**src/rtl/fcm_pkg.sv**
```systemverilog
package fcm_pkg;
  localparam int NUM_DIR = 2;
  localparam int DIR_TX  = 0;
  localparam int DIR_RX  = 1;

  typedef enum logic [1:0] {
    ADDR_LIMIT_LO = 2'd0,
    ADDR_LIMIT_HI = 2'd1,
    ADDR_IRQ_EN   = 2'd2
  } fcm_addr_e;
endpackage

```
**src/rtl/fcm_cfg_regs.sv**
```systemverilog
module fcm_cfg_regs
  import fcm_pkg::*;
#(
  parameter int CNT_W = 12,
  parameter int REG_W = 8
) (
  input  logic               clk,
  input  logic               rst_n,
  input  logic               wr_en,
  input  logic [1:0]         wr_addr,
  input  logic [REG_W-1:0]   wr_data,
  output logic [CNT_W-1:0]   limit,
  output logic [NUM_DIR-1:0] irq_en
);
  localparam int HI_W = CNT_W - REG_W;

  logic [REG_W-1:0] lim_lo_q;
  logic [HI_W-1:0]  lim_hi_q;
  logic [NUM_DIR-1:0] en_q;

  always_ff @(posedge clk or negedge rst_n) begin
    if (!rst_n) begin
      lim_lo_q <= '0;
      lim_hi_q <= '0;
      en_q     <= '0;
    end else if (wr_en) begin
      case (fcm_addr_e'(wr_addr))
        ADDR_LIMIT_LO: lim_lo_q <= wr_data;
        ADDR_LIMIT_HI: lim_hi_q <= wr_data[HI_W-1:0];
        ADDR_IRQ_EN:   en_q     <= wr_data[NUM_DIR-1:0];
        default: ;
      endcase
    end
  end

  assign limit  = {lim_hi_q, lim_lo_q};
  assign irq_en = en_q;

  // the upper limit part follows only the low data bits of its write
  p_hi_write_r2: assert property (@(posedge clk) disable iff (!rst_n)
    (wr_en && wr_addr == 2'd1) |=> limit[CNT_W-1:REG_W] == $past(wr_data[HI_W-1:0]));
  // writes to the enable register leave the limit untouched
  p_en_write_r2: assert property (@(posedge clk) disable iff (!rst_n)
    (wr_en && wr_addr == 2'd2) |=> $stable(limit));
endmodule

```
**src/rtl/fcm_byte_counter.sv**
```systemverilog
module fcm_byte_counter #(
  parameter int CNT_W = 12
) (
  input  logic             clk,
  input  logic             rst_n,
  input  logic             sfd,
  input  logic             byte_stb,
  input  logic             dir_tx,
  input  logic             tx_crc_phase,
  output logic [CNT_W-1:0] count,
  output logic [CNT_W-1:0] count_next,
  output logic             advance
);
  localparam logic [CNT_W-1:0] CNT_MAX = {CNT_W{1'b1}};

  logic in_frame_q;
  logic [CNT_W-1:0] count_q;
  logic crc_skip;

  assign crc_skip   = dir_tx && tx_crc_phase;
  assign advance    = byte_stb && in_frame_q && !sfd && !crc_skip;
  assign count_next = (count_q == CNT_MAX) ? count_q : count_q + 1'b1;

  always_ff @(posedge clk or negedge rst_n) begin
    if (!rst_n) begin
      in_frame_q <= 1'b0;
      count_q    <= '0;
    end else if (sfd) begin
      in_frame_q <= 1'b1;
      count_q    <= '0;
    end else if (advance) begin
      count_q    <= count_next;
    end
  end

  assign count = count_q;

  // a delimiter clears the count on the next cycle
  p_sfd_clear_r3: assert property (@(posedge clk) disable iff (!rst_n)
    sfd |=> count == '0);
  // a counted byte below saturation adds exactly one
  p_step_r4: assert property (@(posedge clk) disable iff (!rst_n)
    (advance && count != CNT_MAX) |=> count == CNT_W'($past(count) + 1'b1));
  // transmit CRC bytes leave the count unchanged
  p_crc_hold_r5: assert property (@(posedge clk) disable iff (!rst_n)
    (byte_stb && crc_skip && !sfd) |=> $stable(count));
  // saturated count stays at its maximum until a delimiter
  p_no_wrap_r6: assert property (@(posedge clk) disable iff (!rst_n)
    (count == CNT_MAX && !sfd) |=> count == CNT_MAX);
endmodule

```
**src/rtl/fcm_irq_gen.sv**
```systemverilog
module fcm_irq_gen
  import fcm_pkg::*;
#(
  parameter int CNT_W = 12
) (
  input  logic               clk,
  input  logic               rst_n,
  input  logic               sfd,
  input  logic               advance,
  input  logic [CNT_W-1:0]   count_next,
  input  logic [CNT_W-1:0]   limit,
  input  logic               dir_tx,
  input  logic [NUM_DIR-1:0] irq_en,
  output logic [NUM_DIR-1:0] irq
);
  logic used_q;
  logic match;
  logic [NUM_DIR-1:0] dir_sel;
  logic [NUM_DIR-1:0] irq_q;

  assign match = advance && !used_q && (count_next == limit);
  assign dir_sel[DIR_TX] = dir_tx;
  assign dir_sel[DIR_RX] = !dir_tx;

  always_ff @(posedge clk or negedge rst_n) begin
    if (!rst_n)      used_q <= 1'b0;
    else if (sfd)    used_q <= 1'b0;
    else if (match)  used_q <= 1'b1;
  end

  for (genvar d = 0; d < NUM_DIR; d++) begin : g_dir
    always_ff @(posedge clk or negedge rst_n) begin
      if (!rst_n) irq_q[d] <= 1'b0;
      else        irq_q[d] <= match && dir_sel[d] && irq_en[d];
    end

    // an interrupt only fires for an enabled direction
    p_enabled_r7: assert property (@(posedge clk) disable iff (!rst_n)
      irq_q[d] |-> $past(irq_en[d]));
    // never two pulses back to back
    p_single_r8: assert property (@(posedge clk) disable iff (!rst_n)
      irq_q[d] |=> !irq_q[d]);
    // a zero limit never produces a pulse
    p_zero_limit_r9: assert property (@(posedge clk) disable iff (!rst_n)
      irq_q[d] |-> $past(limit) != '0);
  end

  assign irq = irq_q;

  // at most one direction signals at a time
  p_one_dir_r7: assert property (@(posedge clk) disable iff (!rst_n)
    $onehot0(irq_q));
endmodule

```
**src/rtl/frame_count_monitor.sv**
```systemverilog
module frame_count_monitor
  import fcm_pkg::*;
#(
  parameter int CNT_W = 12,
  parameter int REG_W = 8
) (
  input  logic             clk,
  input  logic             rst_n,
  input  logic             reg_wr_en,
  input  logic [1:0]       reg_addr,
  input  logic [REG_W-1:0] reg_wr_data,
  input  logic             sfd_seen,
  input  logic             byte_stb,
  input  logic             tx_crc_phase,
  input  logic             dir_tx,
  output logic [CNT_W-1:0] byte_count,
  output logic             irq_tx,
  output logic             irq_rx
);
  logic [CNT_W-1:0]   limit;
  logic [NUM_DIR-1:0] irq_en;
  logic [CNT_W-1:0]   count_next;
  logic               advance;
  logic [NUM_DIR-1:0] irq;

  fcm_cfg_regs #(.CNT_W(CNT_W), .REG_W(REG_W)) u_cfg (
    .clk(clk), .rst_n(rst_n), .wr_en(reg_wr_en), .wr_addr(reg_addr),
    .wr_data(reg_wr_data), .limit(limit), .irq_en(irq_en)
  );

  fcm_byte_counter #(.CNT_W(CNT_W)) u_cnt (
    .clk(clk), .rst_n(rst_n), .sfd(sfd_seen), .byte_stb(byte_stb),
    .dir_tx(dir_tx), .tx_crc_phase(tx_crc_phase), .count(byte_count),
    .count_next(count_next), .advance(advance)
  );

  fcm_irq_gen #(.CNT_W(CNT_W)) u_irq (
    .clk(clk), .rst_n(rst_n), .sfd(sfd_seen), .advance(advance),
    .count_next(count_next), .limit(limit), .dir_tx(dir_tx),
    .irq_en(irq_en), .irq(irq)
  );

  assign irq_tx = irq[DIR_TX];
  assign irq_rx = irq[DIR_RX];
endmodule

```
**config.mk**
```make
export PLATFORM = sky130hd
export DESIGN_NAME = frame_count_monitor
export DESIGN_NICKNAME = d
export VERILOG_FILES = /design/src/rtl/fcm_pkg.sv /design/src/rtl/fcm_cfg_regs.sv /design/src/rtl/fcm_byte_counter.sv /design/src/rtl/fcm_irq_gen.sv /design/src/rtl/frame_count_monitor.sv
export SDC_FILE = /design/constraint.sdc
export NUM_CORES = 1
export LEC_CHECK = 0
export ABC_AREA = 1
export BUFFER_PORTS_ARGS = -buffer_cell sky130_fd_sc_hd__buf_4
export CAP_MARGIN = 20
export CORE_UTILIZATION = 35
export DETAILED_ROUTE_END_ITERATION = 10
export SYNTH_ARGS = -nofsm -noshare
export SYNTH_HDL_FRONTEND = slang
export SYNTH_HIERARCHICAL = 1
export SYNTH_SLANG_ARGS = --single-unit
```
**constraint.sdc**
```tcl
create_clock -name clk -period 2.2 [get_ports clk]
set_input_delay 0 -clock clk [delete_from_list [all_inputs] [get_ports clk]]
set_output_delay 0 -clock clk [all_outputs]
set_load 0.1 [all_outputs]
```
==> metrics.md <==
| Metric | Value |
|---|---|
| DR DRC count | 0 |
| Synth Net Count | 279 |
| Seq/Total Area, Yosys | 0.4082 |
| DRC violation total after the first TritonRoute iteration | 86 |
| Total negative slack | 0 ns |
| CTS tree | yes |
| Worst Setup Path Type | reg2reg |
| Grt ovf | 0 |
| CP endpoint kind | flip-flop |
| Fin cells | 376 |
| Worst Clk Skew | 0.009744 ns |
| Port bufs | 30 |
| Fin. max-slew vios | 0 |
| Ports | 31 |
| Clk sinks | 30 |
| Gate Count Post-Synth | 261 |
| Placer's final routability congestion estimate | 0.8669 |
| Tmin final | 1.929 ns |
| Most used DFF post-synth | dfrtp_1 |
| Seq cells post-synth | 30 |
| First-pass GRT wire length | 7051 um |
| Highest clock rate | 0.5183 GHz |
| Slew headroom | 0.7449 |
| Die W | 74.49 um |
| Area growth syn-to-layout | 27.75% |
| Startpoint Class | flip-flop |
| Worst-path maximum fanout | 12 |
| Ant diodes | 0 |
| Top cell type's share of synthesized area | 0.4082 |
| H-Tree Depth | 2 |
| Post-CTS setup repair buffer count | 0 |
| Synth area leader | dfrtp_1 |
| Mapped cell area | 1839 sq um |
| Die area | 5549 sq um |
| Largest net degree at the start of global routing | 31 |
| Clock slew at reported path FFs | 0.07 ns |
| Row count | 26 |
| Status | finished clean |
| YS warnings | 6 |
| Worst Path Arrival | 2.13 ns |
| Routed wire length | 4221 um |
| Total iterations of the first detailed-routing run | 4 |
| Via density | 4.551 |
| Final setup fails | 0 |
| Clock tree root buffer cell | clkbuf_8 |
| Max-Cap Viols | 0 |
| Initial core utilization | 0.3624 |
| Dpl hpwl | 3128 um |
| Least-Margin Pin Slew | 0.3826 ns |
| Number of global-route vias before repair | 1539 |
| Hold WC Path Type | in2reg |
| Synth area leaders | dfrtp_1 (41%), nand2_1 (22%), nand3_1 (7.3%) |
| Critical path required time | 2.40 ns |
| Fin crit share | 0.8769 |
| Fin. Hold Viols | 0 |
| Top-count cell post-synth | nand2_1 |
| Number of flops mapped to enable cells by yosys | 0 |
| Antenna-violating nets left | 0 |
| Max VDD drop | 339.4 uV |
| Worst R2R Setup Slack | 0.27 ns |
| Hold slack | 0.03351 ns |
| CTS Buf Count | 5 |
| Number of library cell types mapped by synthesis | 26 |
| Finished Core Util | 0.4630 |
| Pwr/cell area | 591.3 nW/um^2 |
| All-layer global routing usage | 0.1701 |
| RSZ-0062 raised after global routing | false |
| P_leak | 1.175 nW |
| Share of layout cells above drive strength 1 | 0.2222 |
| WL/cell | 11.23 um |
| Initial antenna violation count | 0 |
| Chip Height | 74.49 um |
| Cells after DPL | 357 |
| Syn avg cell area | 7.047 sq um |
| Clock Path Buffers | 2 |
| Ys async rst share | 1.000 |
| # nets final | 323 |
| Via Count | 1711 |
| Core area | 5075 sq um |
| Post-synth top cells | nand2_1 (107), inv_1 (32), dfrtp_1 (30) |
| Clk Latency, worst-skew pair | 0.28 ns |
[power breakdown]
group | switching [W] | total [W] | leakage, nW | internal (W)
Sequential | 0.0000384 | 0.000636 | 0.372 | 0.000597
Combinational | 0.000143 | 0.000236 | 0.745 | 0.0000931
Clock | 0.000202 | 0.000517 | 0.0575 | 0.000316
Total | 0.000383 | 0.00139 | 1.17 | 0.00101
[repair_timing]
| item | in CTS | in global routing |
|---|---|---|
| endpoints found under the hold margin | 43 | 0 |
| gates resized for setup | 0 | 1 |
| setup endpoints to repair | 0 | 3 |
| hold buffers | 11 | 0 |
[worst max-delay path, stage by stage (launching register included)]
cell and delay [ns]:
dfrtp_2 0.41, ha_1 0.20, nand2_2 0.10, nor2_4 0.15
nand3_4 0.16, o21ai_1 0.20, inv_1 0.07, nand2_1 0.06
nand2_1 0.05, nor2_1 0.08, nand2_1 0.06, nor2_2 0.11
nand2_2 0.08, a21oi_2 0.12
[routing by layer]
layer  GRT usage  part of all wire
met4     0.04403            0.0050
met1      0.2284              0.49
met3     0.04201             0.034
met5           0                 0
met2      0.2743              0.47
[cell type report]
| type | instances | area, sq um |
|---|---|---|
| clock buffers | 8 | 110.1 |
| well taps | 70 | 87.58 |
| multi-input cells | 192 | 915.9 |
| fillers | 542 | 2725 |
| repair buffers | 42 | 342.8 |
| inverters | 34 | 127.6 |
| flip-flops and latches | 30 | 765.7 |
[cells by family after synthesis]
family,count (synthesis),share of synthesized area
simple gates,177,0.4469
buf+inv,39,0.09387
flops,30,0.4082
compound gates,12,0.03469
xor+xnor,2,0.009526
fa+ha+maj,1,0.006802
[path summary, 6_finish.rpt]
check	from	endpoint	depth (start not counted)
min	reg_addr[1]	u_cfg/irq_en[0]$_DFFE_PN0P_	3
max	u_cnt/count[1]$_DFFE_PN0P_	u_irq/used_q$_DFFE_PN0P_	13
max in group asynchronous	rst_n	u_cnt/count[10]$_DFFE_PN0P_	2
min in group asynchronous	rst_n	u_cnt/count[3]$_DFFE_PN0P_	2
max reg2reg	u_cnt/count[1]$_DFFE_PN0P_	u_irq/used_q$_DFFE_PN0P_	13
min reg2reg	u_cfg/irq_en[0]$_DFFE_PN0P_	u_cfg/irq_en[0]$_DFFE_PN0P_	2
[sequential cells by signal (all words and copies together), names as in the netlist]
name and count:
u_cnt/in_frame_q 1, u_cfg/lim_lo_q 8, u_irq/irq 2, u_cfg/lim_hi_q 4, u_irq/used_q 1, u_cnt/count 12
u_cfg/irq_en 2
[through the flow]
stage / setup slack [ns] / area (sq um) / total power, W
2_1_floorplan: 0.02642 / 1854 / 0.0007935
3_3_place_gp: 0.2168 / 2130 / 0.0008669
3_5_place_dp: 0.1816 / 2130 / 0.0008683
4_1_cts: 0.1461 / 2350 / 0.001418
5_1_grt: 0.09813 / 2350 / 0.001474
6_report: 0.2707 / 2350 / 0.001389
[cells in the final DEF, fill, tap and decap left out, drive strengths merged]
master / count
inv: 33
nor3: 1
clkinv: 1
nor2: 21
dfrtp: 30
nand3b: 3
nand2: 112
o21ai: 11
dlygate4sd3: 11
a21oi: 1
nand3: 30
buf: 31
clkbuf: 8
xnor2: 2
or2: 1
nand4: 9
ha: 1
(Power assumes the default switching activity.)
